--- config.mk ---
export PLATFORM = sky130hd
export DESIGN_NAME = nvm_regbank_gate
export DESIGN_NICKNAME = d
export VERILOG_FILES = /design/src/rtl/nvm_gate_pkg.sv /design/src/rtl/nvm_own_fsm.sv /design/src/rtl/nvm_wdbuf.sv /design/src/rtl/nvm_regbank_gate.sv
export SDC_FILE = /design/constraint.sdc
export NUM_CORES = 2
export LEC_CHECK = 0
export ABC_AREA = 1
export BUFFER_PORTS_ARGS = -buffer_cell sky130_fd_sc_hd__buf_4
export CAP_MARGIN = 20
export CELL_PAD_IN_SITES_DETAIL_PLACEMENT = 0
export CELL_PAD_IN_SITES_GLOBAL_PLACEMENT = 2
export CORE_MARGIN = 2
export CORE_UTILIZATION = 37
export CTS_CLUSTER_DIAMETER = 50
export DETAILED_ROUTE_END_ITERATION = 8
export HOLD_SLACK_MARGIN = 0.1
export PLACE_DENSITY = 0.82
export SKIP_CTS_REPAIR_TIMING = 1
export SLEW_MARGIN = 10
export SYNTH_ARGS = -nofsm -noshare
export SYNTH_HDL_FRONTEND = slang
export SYNTH_SLANG_ARGS = --single-unit
export TNS_END_PERCENT = 5
--- constraint.sdc ---
create_clock -name clk -period 2.3 [get_ports clk]
set_clock_uncertainty 0.15 [all_clocks]
set_input_delay 0.115 -clock clk [delete_from_list [all_inputs] [get_ports clk]]
set_output_delay 0.115 -clock clk [all_outputs]
set_load 0.005 [all_outputs]
--- src/rtl/nvm_gate_pkg.sv ---
package nvm_gate_pkg;
  localparam int OFF_W = 9;

  typedef enum logic [2:0] {
    RG_ASM, RG_WDB, RG_REQ, RG_CMD, RG_STAT, RG_NONE
  } region_e;

  localparam logic [OFF_W-1:0] OFF_REQ  = 9'h100;
  localparam logic [OFF_W-1:0] OFF_CMD  = 9'h104;
  localparam logic [OFF_W-1:0] OFF_STAT = 9'h120;

  function automatic region_e decode_off(input logic [OFF_W-1:0] off);
    if (off < 9'h080)       return RG_ASM;
    else if (off < 9'h100)  return RG_WDB;
    else if (off == OFF_REQ)  return RG_REQ;
    else if (off == OFF_CMD)  return RG_CMD;
    else if (off == OFF_STAT) return RG_STAT;
    else return RG_NONE;
  endfunction

  function automatic logic [1:0] req_view(input logic held, input logic by_sys,
                                          input logic by_me);
    return {held & by_sys, held & by_me};
  endfunction
endpackage

--- src/rtl/nvm_own_fsm.sv ---
module nvm_own_fsm #(
  parameter int ID_W   = 4,
  parameter int DATA_W = 32,
  parameter logic [ID_W-1:0] SYS_ID = '1
) (
  input  logic              clk,
  input  logic              rst_n,
  input  logic              req_we,
  input  logic [DATA_W-1:0] req_wdata,
  input  logic [ID_W-1:0]   req_mid,
  output logic              held,
  output logic [ID_W-1:0]   holder,
  output logic              by_sys
);
  logic is_sys, preempt_ev, grant_ev, release_ev;

  assign is_sys     = (req_mid == SYS_ID);
  assign preempt_ev = req_we && (req_wdata == DATA_W'(3)) && is_sys;
  assign grant_ev   = req_we && (req_wdata == DATA_W'(1)) && !held;
  assign release_ev = req_we && (req_wdata == '0) && held && (holder == req_mid);

  always_ff @(posedge clk or negedge rst_n) begin
    if (!rst_n) begin
      held   <= 1'b0;
      holder <= '0;
      by_sys <= 1'b0;
    end else if (preempt_ev) begin
      held   <= 1'b1;
      holder <= SYS_ID;
      by_sys <= 1'b1;
    end else if (grant_ev) begin
      held   <= 1'b1;
      holder <= req_mid;
      by_sys <= 1'b0;
    end else if (release_ev) begin
      held   <= 1'b0;
      by_sys <= 1'b0;
    end
  end

  assert_grant_free_R1: assert property (@(posedge clk) disable iff (!rst_n)
    (grant_ev && !preempt_ev) |=> (held && holder == $past(req_mid)));

  assert_deny_busy_R2: assert property (@(posedge clk) disable iff (!rst_n)
    (req_we && req_wdata == DATA_W'(1) && held && holder != req_mid && !is_sys)
      |=> (held && $stable(holder)));

  assert_release_R3: assert property (@(posedge clk) disable iff (!rst_n)
    (release_ev && !preempt_ev && !grant_ev) |=> !held);

  assert_takeover_R4: assert property (@(posedge clk) disable iff (!rst_n)
    preempt_ev |=> (held && by_sys && holder == SYS_ID));
endmodule

--- src/rtl/nvm_wdbuf.sv ---
module nvm_wdbuf #(
  parameter int DEPTH  = 32,
  parameter int DATA_W = 32,
  localparam int IDX_W = $clog2(DEPTH)
) (
  input  logic              clk,
  input  logic              rst_n,
  input  logic              we,
  input  logic [IDX_W-1:0]  widx,
  input  logic [DATA_W-1:0] wdata,
  input  logic              clr,
  input  logic [IDX_W-1:0]  ridx,
  output logic [DATA_W-1:0] rdata,
  output logic              all_zero
);
  logic [DATA_W-1:0] mem [DEPTH];

  for (genvar g = 0; g < DEPTH; g++) begin : g_word
    always_ff @(posedge clk or negedge rst_n) begin
      if (!rst_n)                              mem[g] <= '0;
      else if (clr)                            mem[g] <= '0;
      else if (we && widx == IDX_W'(g))        mem[g] <= wdata;
    end
  end

  assign rdata = mem[ridx];

  always_comb begin
    all_zero = 1'b1;
    for (int i = 0; i < DEPTH; i++) if (mem[i] != '0) all_zero = 1'b0;
  end

  assert_mode_clear_R8: assert property (@(posedge clk) disable iff (!rst_n)
    clr |=> all_zero);
endmodule

--- src/rtl/nvm_regbank_gate.sv ---
module nvm_regbank_gate
  import nvm_gate_pkg::*;
#(
  parameter int ID_W      = 4,
  parameter int DATA_W    = 32,
  parameter int NBANK     = 2,
  parameter int BUF_DEPTH = 32,
  parameter logic [ID_W-1:0] SYS_ID = '1,
  localparam int IDX_W = $clog2(BUF_DEPTH)
) (
  input  logic              clk,
  input  logic              rst_n,
  input  logic              bus_sel,
  input  logic              bus_write,
  input  logic [OFF_W-1:0]  bus_addr,
  input  logic [ID_W-1:0]   bus_mid,
  input  logic [DATA_W-1:0] bus_wdata,
  output logic [DATA_W-1:0] bus_rdata,
  input  logic              mode_normal,
  input  logic [NBANK-1:0]  bank_busy,
  output logic [IDX_W-1:0]  asm_idx,
  input  logic [DATA_W-1:0] asm_rdata
);
  logic              dp_valid, dp_write;
  logic [OFF_W-1:0]  dp_off;
  logic [ID_W-1:0]   dp_mid;
  logic [DATA_W-1:0] cmd_q;
  logic              mode_prev;
  region_e           rg;
  logic              held, by_sys, is_owner;
  logic [ID_W-1:0]   holder;
  logic              mode_fall, wdb_we, req_we, cmd_we;
  logic [IDX_W-1:0]  word_idx;
  logic [DATA_W-1:0] wdb_rdata;
  logic              wdb_zero;

  always_ff @(posedge clk or negedge rst_n) begin
    if (!rst_n) begin
      dp_valid <= 1'b0;
      dp_write <= 1'b0;
      dp_off   <= '0;
      dp_mid   <= '0;
    end else begin
      dp_valid <= bus_sel;
      dp_write <= bus_write;
      dp_off   <= bus_addr;
      dp_mid   <= bus_mid;
    end
  end

  assign rg       = decode_off(dp_off);
  assign word_idx = dp_off[IDX_W+1:2];
  assign asm_idx  = word_idx;
  assign is_owner = held && (holder == dp_mid);
  assign wdb_we   = dp_valid && dp_write && rg == RG_WDB;
  assign req_we   = dp_valid && dp_write && rg == RG_REQ;
  assign cmd_we   = dp_valid && dp_write && rg == RG_CMD && is_owner;

  always_ff @(posedge clk or negedge rst_n) begin
    if (!rst_n) mode_prev <= 1'b0;
    else        mode_prev <= mode_normal;
  end
  assign mode_fall = mode_prev && !mode_normal;

  always_ff @(posedge clk or negedge rst_n) begin
    if (!rst_n)      cmd_q <= '0;
    else if (cmd_we) cmd_q <= bus_wdata;
  end

  nvm_own_fsm #(.ID_W(ID_W), .DATA_W(DATA_W), .SYS_ID(SYS_ID)) u_own (
    .clk(clk), .rst_n(rst_n), .req_we(req_we), .req_wdata(bus_wdata),
    .req_mid(dp_mid), .held(held), .holder(holder), .by_sys(by_sys)
  );

  nvm_wdbuf #(.DEPTH(BUF_DEPTH), .DATA_W(DATA_W)) u_wdb (
    .clk(clk), .rst_n(rst_n), .we(wdb_we), .widx(word_idx), .wdata(bus_wdata),
    .clr(mode_fall), .ridx(word_idx), .rdata(wdb_rdata), .all_zero(wdb_zero)
  );

  always_comb begin
    bus_rdata = '0;
    if (dp_valid && !dp_write) begin
      unique case (rg)
        RG_ASM:  bus_rdata = is_owner ? asm_rdata : '0;
        RG_WDB:  bus_rdata = wdb_rdata;
        RG_REQ:  bus_rdata = DATA_W'(req_view(held, by_sys, is_owner));
        RG_CMD:  bus_rdata = is_owner ? cmd_q : '0;
        RG_STAT: bus_rdata = DATA_W'(bank_busy);
        default: bus_rdata = '0;
      endcase
    end
  end

  assert_cmd_gate_R5: assert property (@(posedge clk) disable iff (!rst_n)
    (dp_valid && dp_write && rg == RG_CMD && !is_owner) |=> $stable(cmd_q));

  assert_asm_hidden_R6: assert property (@(posedge clk) disable iff (!rst_n)
    (dp_valid && !dp_write && rg == RG_ASM && !is_owner) |-> bus_rdata == '0);

  assert_takeover_keeps_buf_R9: assert property (@(posedge clk) disable iff (!rst_n)
    (req_we && dp_mid == SYS_ID && !mode_fall && !wdb_we && wdb_zero) |=> wdb_zero);

  assert_status_upper_R10: assert property (@(posedge clk) disable iff (!rst_n)
    (dp_valid && !dp_write && rg == RG_STAT) |-> bus_rdata[DATA_W-1:NBANK] == '0);

  assert_unmapped_zero_R11: assert property (@(posedge clk) disable iff (!rst_n)
    (dp_valid && rg == RG_NONE) |-> bus_rdata == '0);
endmodule

==> flow_metrics.py <==
metrics = {
    "sta": {
        "period_minus_slack_ns": 3.28,
        "finalCritPeriodShare_pct": 143,
        "grt_setup_unrepaired": "yes",
        "fin_ws_ns": -0.980,
        "clock.fmax_mhz": 305,
        "timing_max_transition_violations_final": 0,
        "final-setup-viol-count": 524,
        "worst_slew_pin_slew_ns": 0.601,
        "totalNegativeSetupSlack_ns": -62.65,
        "timing.slew.headroom_pct": 59.9,
        "hold_viol": 0,
    },
    "clocking": {
        "clk_pin_slew_ns": 0.06,
        "clock-sinks": 1078,
        "skew_pair_late_insertion_delay_ns": 0.77,
        "cts_buffer_depth": 3,
        "h-tree-depth": 4,
        "cell_at_the_root_of_the_clock_tree": "sky130_fd_sc_hd__clkbuf_16",
        "number_of_cts_inserted_buffers": 142,
        "tritoncts": "yes",
    },
    "floorplanning": {
        "floorplan.die.width_um": 372,
        "start_util_pct": 37.4,
        "io_pins": 121,
        "floorplan.die_area_um2": 138000,
        "floorplan.die.height_um": 372,
        "number_of_placement_rows": 134,
        "core-area_um2": 134000,
    },
    "worst_setup_path": {
        "startpoint_type": "flop",
        "crit_path_end_kind": "output pin",
        "crit_path_top_delay_cell": "sky130_fd_sc_hd__dfrtp_4",
        "required_ns": 2.04,
        "cp_slowest_stage_delay_ns": 0.55,
        "worst_setup_path_type": "flop to output pin",
        "critical_path.top_delay_family": "buffers and inverters",
        "crit_fanout": 16,
        "critical_path.cell_chain": "buf_12 -> nor2_4 -> buf_4 -> clkbuf_16 -> nand2_1 -> nand2_1 -> nor2_1 -> nor2_1 -> nor2_1 -> nand2_1 -> nand3_1 -> buf_4 -> a21oi_1 -> buf_4",
        "timing.critical_path.buf_inv": 5,
        "crit_arrival_ns": 3.02,
    },
    "detailed_routing": {
        "dr.first_iter.drc_count": 4165,
        "via_per_inst": 5.08,
        "drt-met1-wl_um": 86600,
        "route.detailed.drc": 0,
        "top_layer_used": "met4",
        "detail_route.wl_per_cell_um": 21.5,
        "antenna_violating_nets_post_route": 0,
        "postRouteWirelength_um": 189000,
        "dr_wl_met2_um": 87600,
        "dr_total_vias": 44591,
        "dr.pass1.iters": 5,
        "detailroute.wirelength.met3_um": 8470,
    },
    "global_routing": {
        "grt_use_total_pct": 27.2,
        "grt_residual_overflow": 0,
        "first_global_vias": 42556,
        "wire_length_of_the_first_global_routing_pass_um": 281000,
        "number_of_antenna_violations_at_the_first_check_in_global_routing": 3,
        "grt_max_degree": 92,
    },
    "synthesis": {
        "yosys-top-cells-area": "sky130_fd_sc_hd__dfrtp_1, sky130_fd_sc_hd__nand2_1, sky130_fd_sc_hd__o21ai_0",
        "synth.top_cell.area_share_pct": 54.0,
        "synth.lib_cells_used.distinct": 30,
        "synth_top_flop_cell": "sky130_fd_sc_hd__dfrtp_1",
        "cell_with_the_most_instances_after_synthesis": "sky130_fd_sc_hd__nand2_1",
        "async_flop_share_pct": 100,
        "synth_enable_flop_cells": 0,
        "synth_commonest_cells": "sky130_fd_sc_hd__nand2_1, sky130_fd_sc_hd__dfrtp_1, sky130_fd_sc_hd__o21ai_0, sky130_fd_sc_hd__clkbuf_1, sky130_fd_sc_hd__nor2_1",
        "synth.avg_cell_area_um2": 7.59,
        "cell_area_synth_um2": 50000,
        "postSynthNetCount": 6676,
        "ys_ff_latch": 1078,
        "synth.yosys.seq_area_share_pct": 54.0,
        "yosys_warn_count": 0,
        "synth_top_area_cell": "sky130_fd_sc_hd__dfrtp_1",
        "synthesis.instances": 6592,
    },
    "power_and_ir_drop": {
        "power_per_cell_area_nw_per_um2": 849,
        "power_switching_share_pct": 27.8,
        "total_switching_power_mw": 14.9,
        "internal_pwr_total_mw": 38.6,
        "power.sequential.fraction_pct": 42.1,
        "comb_power_share_pct": 14.5,
        "peakVddDrop_v": 0.000711,
        "power_leakage_nw": 30.9,
        "clockPowerShare_pct": 43.5,
    },
    "cells_and_area": {
        "diodes": 0,
        "post-route-cell-area_um2": 62900,
        "areaGrowthSynthToFinish_pct": 25.8,
        "fin_util_pct": 47.0,
        "layout.cells.non_filler": 8777,
        "final_nets": 6989,
        "share_of_post_route_cells_with_drive_strength_above_1_pct": 12.5,
    },
    "status": {
        "violations": "negative setup slack",
        "status": "complete, but fails checks",
    },
    "run": {
        "drv.max_cap_violation_count": 0,
    },
    "hold_path": {
        "hold_class": "input pin to flop",
    },
    "place": {
        "io_buffer_count": 120,
        "placed_cells": 8414,
        "gpl.final_weighted_congestion": 0.850,
        "post-dp-hpwl_um": 120000,
        "postPlaceCellArea_um2": 56500,
    },
}
stage by stage:
| stage | power, mW | worst slack, ns | hold WS [ns] |
|---|---|---|---|
| finish | 53.4 | -0.980 | 0.128 |
| global route | 55.9 | -1.11 | 0.140 |
| CTS | 53.6 | -1.20 | -0.898 |
| detailed placement | 30.3 | -0.350 | -0.0708 |
| global placement | 30.1 | -0.367 | -0.0704 |
| floorplan | 26.6 | 0.254 | -0.331 |
placed cells by master (no fill, tap or decap), types with 92 or more instances in the layout:
cell type and count:
sky130_fd_sc_hd__a21oi_1 96, sky130_fd_sc_hd__buf_12 168, sky130_fd_sc_hd__buf_4 378, sky130_fd_sc_hd__clkbuf_16 154, sky130_fd_sc_hd__dfrtp_1 1075, sky130_fd_sc_hd__dlygate4sd3_1 97
sky130_fd_sc_hd__inv_1 148, sky130_fd_sc_hd__nand2_1 3217, sky130_fd_sc_hd__nand3_1 92, sky130_fd_sc_hd__nor2_1 252, sky130_fd_sc_hd__o21ai_0 973, sky130_fd_sc_hd__o21ai_1 112
cell type report:
type                            count  area (um^2)
Clock inverter                     52          752
Tap cell                         1768         2210
Multi-Input combinational cell   4857        20600
Timing Repair Buffer              663         7480
Fill cell                       13342        70900
Clock buffer                      196         4180
Inverter                          163          634
Sequential cell                  1078        27000
sequential cells by signal, indices dropped and copies added (netlist names):
name and flops:
dp_valid 1, dp_write 1, u_own.by_sys 1, cmd_q 32, dp_off 9, u_own.held 1, mode_prev 1, dp_mid 4
u_wdb.mem 1024, u_own.holder 4
metal layers:
metal | up-vias | GRT usage (%)
met2 | 1151 | 43.8
li1 | 21450 | -
met5 | - | 0
met3 | 266 | 3.33
met1 | 21724 | 38.0
met4 | 0 | 9.19
power by group through the flow:
stage          sequential [mW]  clock (mW)  combinational (mW)
2_1_floorplan             22.4           0                4.18
3_3_place_gp              22.7           0                7.43
3_5_place_dp              22.7           0                7.53
4_1_cts                   22.4        23.6                7.56
5_1_grt                   22.7        24.5                8.68
6_report                  22.5        23.2                7.72
worst paths after layout:
check,startpoint,endpoint,slack [ns],depth (start not counted)
min in group asynchronous,rst_n,u_wdb.mem[492],0.52,4
max,dp_off[2],bus_rdata[19],-0.98,14
max reg2reg,dp_off[2],u_wdb.mem[508],-0.19,12
min reg2reg,u_wdb.mem[39],u_wdb.mem[39],0.33,2
min,bus_wdata[0],cmd_q[0],0.13,4
max in group asynchronous,rst_n,u_wdb.mem[539],0.86,4
cells by family (layout without fill, tap and decap cells):
group,after synthesis,count (layout),share of synthesized area [%]
flops,1078,1078,54.0
simple gates,3640,3640,28.0
buf+inv,657,1074,5.33
compound gates,1217,1217,12.7
worst reg2reg max path, cell delays in order (launching register included):
cell	delay, ns
sky130_fd_sc_hd__dfrtp_4	0.55
sky130_fd_sc_hd__buf_12	0.16
sky130_fd_sc_hd__nor2_4	0.17
sky130_fd_sc_hd__buf_4	0.20
sky130_fd_sc_hd__inv_1	0.13
sky130_fd_sc_hd__nor2_1	0.17
sky130_fd_sc_hd__buf_4	0.16
sky130_fd_sc_hd__nand2_1	0.05
sky130_fd_sc_hd__nand2_1	0.12
sky130_fd_sc_hd__inv_2	0.06
sky130_fd_sc_hd__buf_12	0.17
sky130_fd_sc_hd__nand2_1	0.17
sky130_fd_sc_hd__o21ai_0	0.08
Note: power is estimated with default switching activity, not from simulation.
